File: src/rtl/trapvec_pkg.sv
package trapvec_pkg;

    localparam int TT_W         = 9;
    localparam int OFS_W        = 14;
    localparam int HYP_TT_MIN   = 384;
    localparam int RED_TT       = 5;
    localparam int WDOG_TT      = 2;
    localparam int INSN_BYTES   = 4;
    localparam logic [39:0] RED_BASE = 40'hFF_F000_0000;

    typedef enum logic [2:0] {
        TM_NONE  = 3'd0,
        TM_RED   = 3'd1,
        TM_ERROR = 3'd2,
        TM_WDOG  = 3'd3,
        TM_HYP   = 3'd4,
        TM_PRIV  = 3'd5
    } trap_mode_e;

    typedef enum logic [1:0] {
        LVL_USER = 2'd0,
        LVL_PRIV = 2'd1,
        LVL_HYP  = 2'd2
    } priv_lvl_e;

    typedef struct packed {
        trap_mode_e        mode;
        logic [TT_W-1:0]   vec_tt;
        logic              nested;
    } trap_dec_t;

    function automatic priv_lvl_e cur_level(input logic hpriv, input logic priv);
        if (hpriv)     return LVL_HYP;
        else if (priv) return LVL_PRIV;
        else           return LVL_USER;
    endfunction

    function automatic priv_lvl_e target_level(input priv_lvl_e cur);
        return (cur == LVL_USER) ? LVL_PRIV : LVL_HYP;
    endfunction

    function automatic logic [OFS_W-1:0] tt_offset(input logic [TT_W-1:0] tt);
        return {tt, 5'b0};
    endfunction

endpackage

File: src/rtl/trap_class.sv
module trap_class
    import trapvec_pkg::*;
#(
    parameter int TL_W    = 3,
    parameter int MAX_TL  = 6,
    parameter int MAX_PTL = 2
) (
    input  logic            hpriv,
    input  logic            red,
    input  logic            priv,
    input  logic [TL_W-1:0] tl,
    input  logic [TT_W-1:0] tt,
    output trap_dec_t       dec
);
    localparam logic [TL_W-1:0] TL_RED  = TL_W'(MAX_TL - 1);
    localparam logic [TL_W-1:0] TL_HALT = TL_W'(MAX_TL);
    localparam logic [TL_W-1:0] TL_PLIM = TL_W'(MAX_PTL);
    localparam logic [TT_W-1:0] TT_HMIN = TT_W'(HYP_TT_MIN);

    priv_lvl_e tgt;

    always_comb begin
        tgt        = target_level(cur_level(hpriv, priv));
        dec.nested = (tl != '0);
        dec.vec_tt = tt;
        if (red || tl == TL_RED) begin
            dec.mode   = TM_RED;
            dec.vec_tt = TT_W'(RED_TT);
        end else if (tl == TL_HALT) begin
            dec.mode   = TM_ERROR;
        end else if (tl > TL_PLIM && tgt == LVL_PRIV) begin
            dec.mode   = TM_WDOG;
            dec.vec_tt = TT_W'(WDOG_TT);
        end else if (tgt == LVL_HYP || tt >= TT_HMIN) begin
            dec.mode   = TM_HYP;
        end else begin
            dec.mode   = TM_PRIV;
        end
    end
endmodule

File: src/rtl/trap_vec_gen.sv
module trap_vec_gen
    import trapvec_pkg::*;
#(
    parameter int ADDR_W = 64
) (
    input  trap_dec_t         dec,
    input  logic [ADDR_W-1:0] tba,
    input  logic [ADDR_W-1:0] htba,
    output logic [ADDR_W-1:0] pc,
    output logic [ADDR_W-1:0] npc
);
    localparam logic [ADDR_W-1:0] RED_BASE_W = ADDR_W'(RED_BASE);

    logic [ADDR_W-1:0] ofs;
    logic [ADDR_W-1:0] hyp_base;
    logic [ADDR_W-1:0] priv_base;

    assign ofs       = ADDR_W'(tt_offset(dec.vec_tt));
    assign hyp_base  = {htba[ADDR_W-1:OFS_W], {OFS_W{1'b0}}};
    assign priv_base = {tba[ADDR_W-1:OFS_W+1], dec.nested, {OFS_W{1'b0}}};

    always_comb begin
        case (dec.mode)
            TM_RED:          pc = RED_BASE_W | ofs;
            TM_WDOG, TM_HYP: pc = hyp_base | ofs;
            TM_PRIV:         pc = priv_base | ofs;
            default:         pc = '0;
        endcase
        npc = (dec.mode == TM_ERROR) ? '0 : pc + ADDR_W'(INSN_BYTES);
    end
endmodule

File: src/rtl/trap_vector_sel.sv
module trap_vector_sel
    import trapvec_pkg::*;
#(
    parameter int ADDR_W  = 64,
    parameter int TL_W    = 3,
    parameter int MAX_TL  = 6,
    parameter int MAX_PTL = 2
) (
    input  logic              clk,
    input  logic              rst,
    input  logic              req_i,
    input  logic              hpriv_i,
    input  logic              red_i,
    input  logic              priv_i,
    input  logic [TL_W-1:0]   tl_i,
    input  logic [8:0]        tt_i,
    input  logic [ADDR_W-1:0] tba_i,
    input  logic [ADDR_W-1:0] htba_i,
    output logic              valid_o,
    output logic [2:0]        mode_o,
    output logic [8:0]        tt_o,
    output logic [ADDR_W-1:0] pc_o,
    output logic [ADDR_W-1:0] npc_o,
    output logic              err_o
);
    trap_dec_t         dec;
    logic [ADDR_W-1:0] pc_d, npc_d;

    trap_class #(.TL_W(TL_W), .MAX_TL(MAX_TL), .MAX_PTL(MAX_PTL)) u_class (
        .hpriv (hpriv_i),
        .red   (red_i),
        .priv  (priv_i),
        .tl    (tl_i),
        .tt    (tt_i),
        .dec   (dec)
    );

    trap_vec_gen #(.ADDR_W(ADDR_W)) u_vec (
        .dec  (dec),
        .tba  (tba_i),
        .htba (htba_i),
        .pc   (pc_d),
        .npc  (npc_d)
    );

    always_ff @(posedge clk) begin
        if (rst) begin
            valid_o <= 1'b0;
            mode_o  <= TM_NONE;
            tt_o    <= '0;
            pc_o    <= '0;
            npc_o   <= '0;
            err_o   <= 1'b0;
        end else if (req_i) begin
            valid_o <= 1'b1;
            mode_o  <= dec.mode;
            tt_o    <= dec.vec_tt;
            pc_o    <= pc_d;
            npc_o   <= npc_d;
            err_o   <= (dec.mode == TM_ERROR);
        end
    end
endmodule

File: config.mk
export PLATFORM = sky130hd
export DESIGN_NAME = trap_vector_sel
export DESIGN_NICKNAME = d
export VERILOG_FILES = /design/src/rtl/trapvec_pkg.sv /design/src/rtl/trap_class.sv /design/src/rtl/trap_vec_gen.sv /design/src/rtl/trap_vector_sel.sv
export SDC_FILE = /design/constraint.sdc
export NUM_CORES = 1
export LEC_CHECK = 0
export BUFFER_PORTS_ARGS = -buffer_cell sky130_fd_sc_hd__buf_2
export CAP_MARGIN = 10
export CORE_MARGIN = 4
export CORE_UTILIZATION = 53
export DETAILED_ROUTE_END_ITERATION = 6
export GPL_TIMING_DRIVEN = 0
export HOLD_SLACK_MARGIN = 0.06
export PLACE_DENSITY = 0.85
export SYNTH_ARGS = -nofsm -noshare
export SYNTH_HDL_FRONTEND = slang
export SYNTH_HIERARCHICAL = 1
export SYNTH_SLANG_ARGS = --single-unit
File: constraint.sdc
create_clock -name clk -period 3.5 [get_ports clk]
set_input_delay 0.35 -clock clk [delete_from_list [all_inputs] [get_ports clk]]
set_output_delay 0.35 -clock clk [all_outputs]
set_load 0.01 [all_outputs]
==> impl_metrics.toml <==
[synth]
avgSynthCellArea_sq_um = 9.97
yosysTopAreaCell = "dfxtp_1"
synthMuxAreaShare_pct = 24.6
netlist_area_sq_um = 7250
yosysTopAreaCellShare_pct = 39.2
ys_warn_count = 6
ys_seq_area_share_pct = 39.2
synth_top_family_by_area = "multiplexers"
ys_ff_latch = 142
synth_cells = 727
ys_types = 37
synth_adder_area_share_pct = 0
ys_async_sr_fraction_pct = 0
synth_simple_gate_area_share_pct = 13.0
synth_top_flop_cell = "dfxtp_1"
synth_xor_area_share_pct = 0
synth-compound-area-share_pct = 15.6
synth_edf_count = 0
synth.area.top_cells = "dfxtp_1, mux2i_1, o2bb2ai_1"

[global_routing]
grt_pass1_vias = 6542
grt.total_usage_pct = 27.9
grt_pass1_wl_mm = 34.9
grt_antenna_before_repair = 0
grt.overflow.total = 0
grt_start_max_net_pins = 17

[power_and_ir_drop]
vdd_ir_drop_max_uv = 337
leakagePower_nw = 4.75
total_power_mw = 4.31
p_per_area_nw_per_um2 = 461

[cells_and_area]
finalInstanceArea_sq_um = 9360
final_cell_count_no_fill = 1199
area_delta_synth_final_pct = 29.2
finish.utilization_pct = 70.4
multi_input_area_sq_um = 3890
antenna_cells = 0
drive_gt1_share_pct = 34.3
nFillCells = 1065
regArea_sq_um = 2840
nets = 1156

[placed_design]
dp_cells = 1167
numPortBuffers = 256
hpwlAfterDp_mm = 16.6
place.gp.congestion = 0.897
place_area_sq_um = 8780

[critical_path]
slowest_delay_ns = 0.95
regToRegEndpoint = "pc_o[48]"
crit_family = "compound AO/OA/AOI/OAI gates"
critPathKind = "input port to flip-flop"
reg2reg_depth = 2
crit_arrival_ns = 3.06
critPathRequiredTime_ns = 3.79
r2r_setup_slack_ns = 2.82
path_buf_inv = 3
start_kind = "input port"
cpMaxStageDelayCell = "a21oi_1"
cp-end-kind = "flip-flop"
path_cells = "buf_2 -> nor2_1 -> nand3_1 -> a21oi_1 -> nand2b_1 -> buf_2 -> buf_2 -> o2bb2ai_1 -> mux2i_1 -> nor2_1"
rr_startpoint = "pc_o[48]"
worst_path_most_repeated_cell = "buf_2"
critical_path.max_fanout = 12

[floorplanning]
die_area_sq_um = 15600
rows = 42
die_h_microns = 125
initial_core_util_pct = 54.5
core_area_sq_um = 13300
io_pins = 288
die_x_microns = 125

[detailed_routing]
vias = 6709
drt.antenna.violating_nets = 0
avgRoutedWirePerCell_microns = 18.8
routed_wl_mm = 22.5
viasPerCell = 5.60
firstDrtPassIters = 5
drt_iter0_drc = 449
drc_errors = 0

[timing]
slew_headroom_pct = 17.8
fin_crit_ns = 2.77
tightest_slew_ns = 1.23
setup_viol_count_final = 0
hold_viol_final = 0
finalClockSkew_ns = 0
max_freq_mhz = 361
period_share_pct = 79.2
rsz0062_at_grt = "false"
final.setup.tns_ns = 0
slew_viol_final = 0

[clock_network]
cts_max_level = 4
cts_buffers = 17
clk_latency_ns = 0.42
cts_buffer_depth = 2
post_cts_resized = 0
cts_tree = "yes"
cts_setup_buffers = 0
cts-root-buf = "clkbuf_16"
clkSlewWorstSetupHoldPaths_ns = 0.06
hold_buffers = 0
clock_sinks = 142

[min_path]
min_to = "npc_o[58]"
min-delay-start = "htba_i[58]"
hold_class = "input port to flip-flop"
whs_path_depth = 4

[run]
maxCapViolCount = 0

[status]
outcome = "finished clean"
[per-stage QoR]
| step | hold WS, ns | setup WS [ns] |
|---|---|---|
| after floorplan | 0.489 | 1.31 |
| after global placement | 0.446 | 0.441 |
| after detailed placement | 0.459 | 0.355 |
| after CTS | 0.284 | 0.745 |
| after global routing | 0.314 | 0.590 |
| final | 0.298 | 0.730 |
[worst max path at each step]
stage	endpoint	from	slack, ns	cells after the start
final	pc_o[47]	priv_i	0.73	10
after global routing	pc_o[42]	priv_i	0.59	10
after floorplan	npc_o[32]	tl_i[1]	1.31	11
after detailed placement	pc_o[22]	priv_i	0.35	10
after CTS	pc_o[14]	priv_i	0.75	10
after global placement	pc_o[22]	priv_i	0.44	10
[report_power, final]
part	leakage, nW	total (mW)	internal (mW)	switching, mW
combinational	3.31	0.811	0.360	0.451
sequential	1.16	1.75	1.71	0.0461
clock	0.277	1.75	1.07	0.683
[worst register-to-register path, cell delays in order (launching register included)]
cell     delay, ns
dfxtp_1       0.32
mux2i_1       0.17
nor2_1        0.06
[routing by layer]
layer	vias to the layer above	part of all wire, %	GRT usage (%)
met5	-	0	0
met4	0	3.2	11.2
met3	55	8.7	8.74
met2	308	48	47.3
met1	3158	41	32.9
li1	3188	-	-
[layout make-up]
type                    count  share of cell area [%]
inverters                   4                   0.160
multi-input cells         513                    41.6
clock buffers              23                    5.32
plain buffers              76                    5.67
repair buffers            256                    13.7
clock inverters             9                   0.895
well taps                 176                    2.35
flip-flops and latches    142                    30.4
[synthesized netlist by cell type, drive strengths merged (2+ instances only)]
cell,count
a21boi,18
a21oi,7
a221o,24
and2,6
and3b,14
buf,58
clkbuf,18
dfxtp,142
inv,4
mux2i,178
nand2,3
nand2b,15
nor2,144
o21ai,2
o2bb2ai,76
o31ai,2
[sequential cells by signal, summed over array words and instances, names as in the netlist]
name     cells
err_o        1
mode_o       3
npc_o       64
pc_o        64
tt_o         9
valid_o      1
[cells in the final DEF (no fill, tap or decap), types with 7 or more instances in the layout]
cell type,instances
a21boi_0,18
a21oi_1,7
a221o_1,24
and3b_1,14
buf_2,279
buf_4,18
buf_8,9
clkbuf_1,17
clkbuf_16,17
conb_1,9
dfxtp_1,142
mux2i_1,178
nand2b_1,15
nor2_1,144
o2bb2ai_1,76
[kinds of logic (layout without fill, tap and decap cells)]
logic type | count (synthesis) | after routing
buffers and inverters | 80 | 368
multiplexers | 178 | 178
AO/OA/AOI/OAI | 133 | 133
AND/OR/NAND/NOR | 193 | 193
other | 1 | 9
flip-flops | 142 | 142
Power figures use the tool's default switching activity.
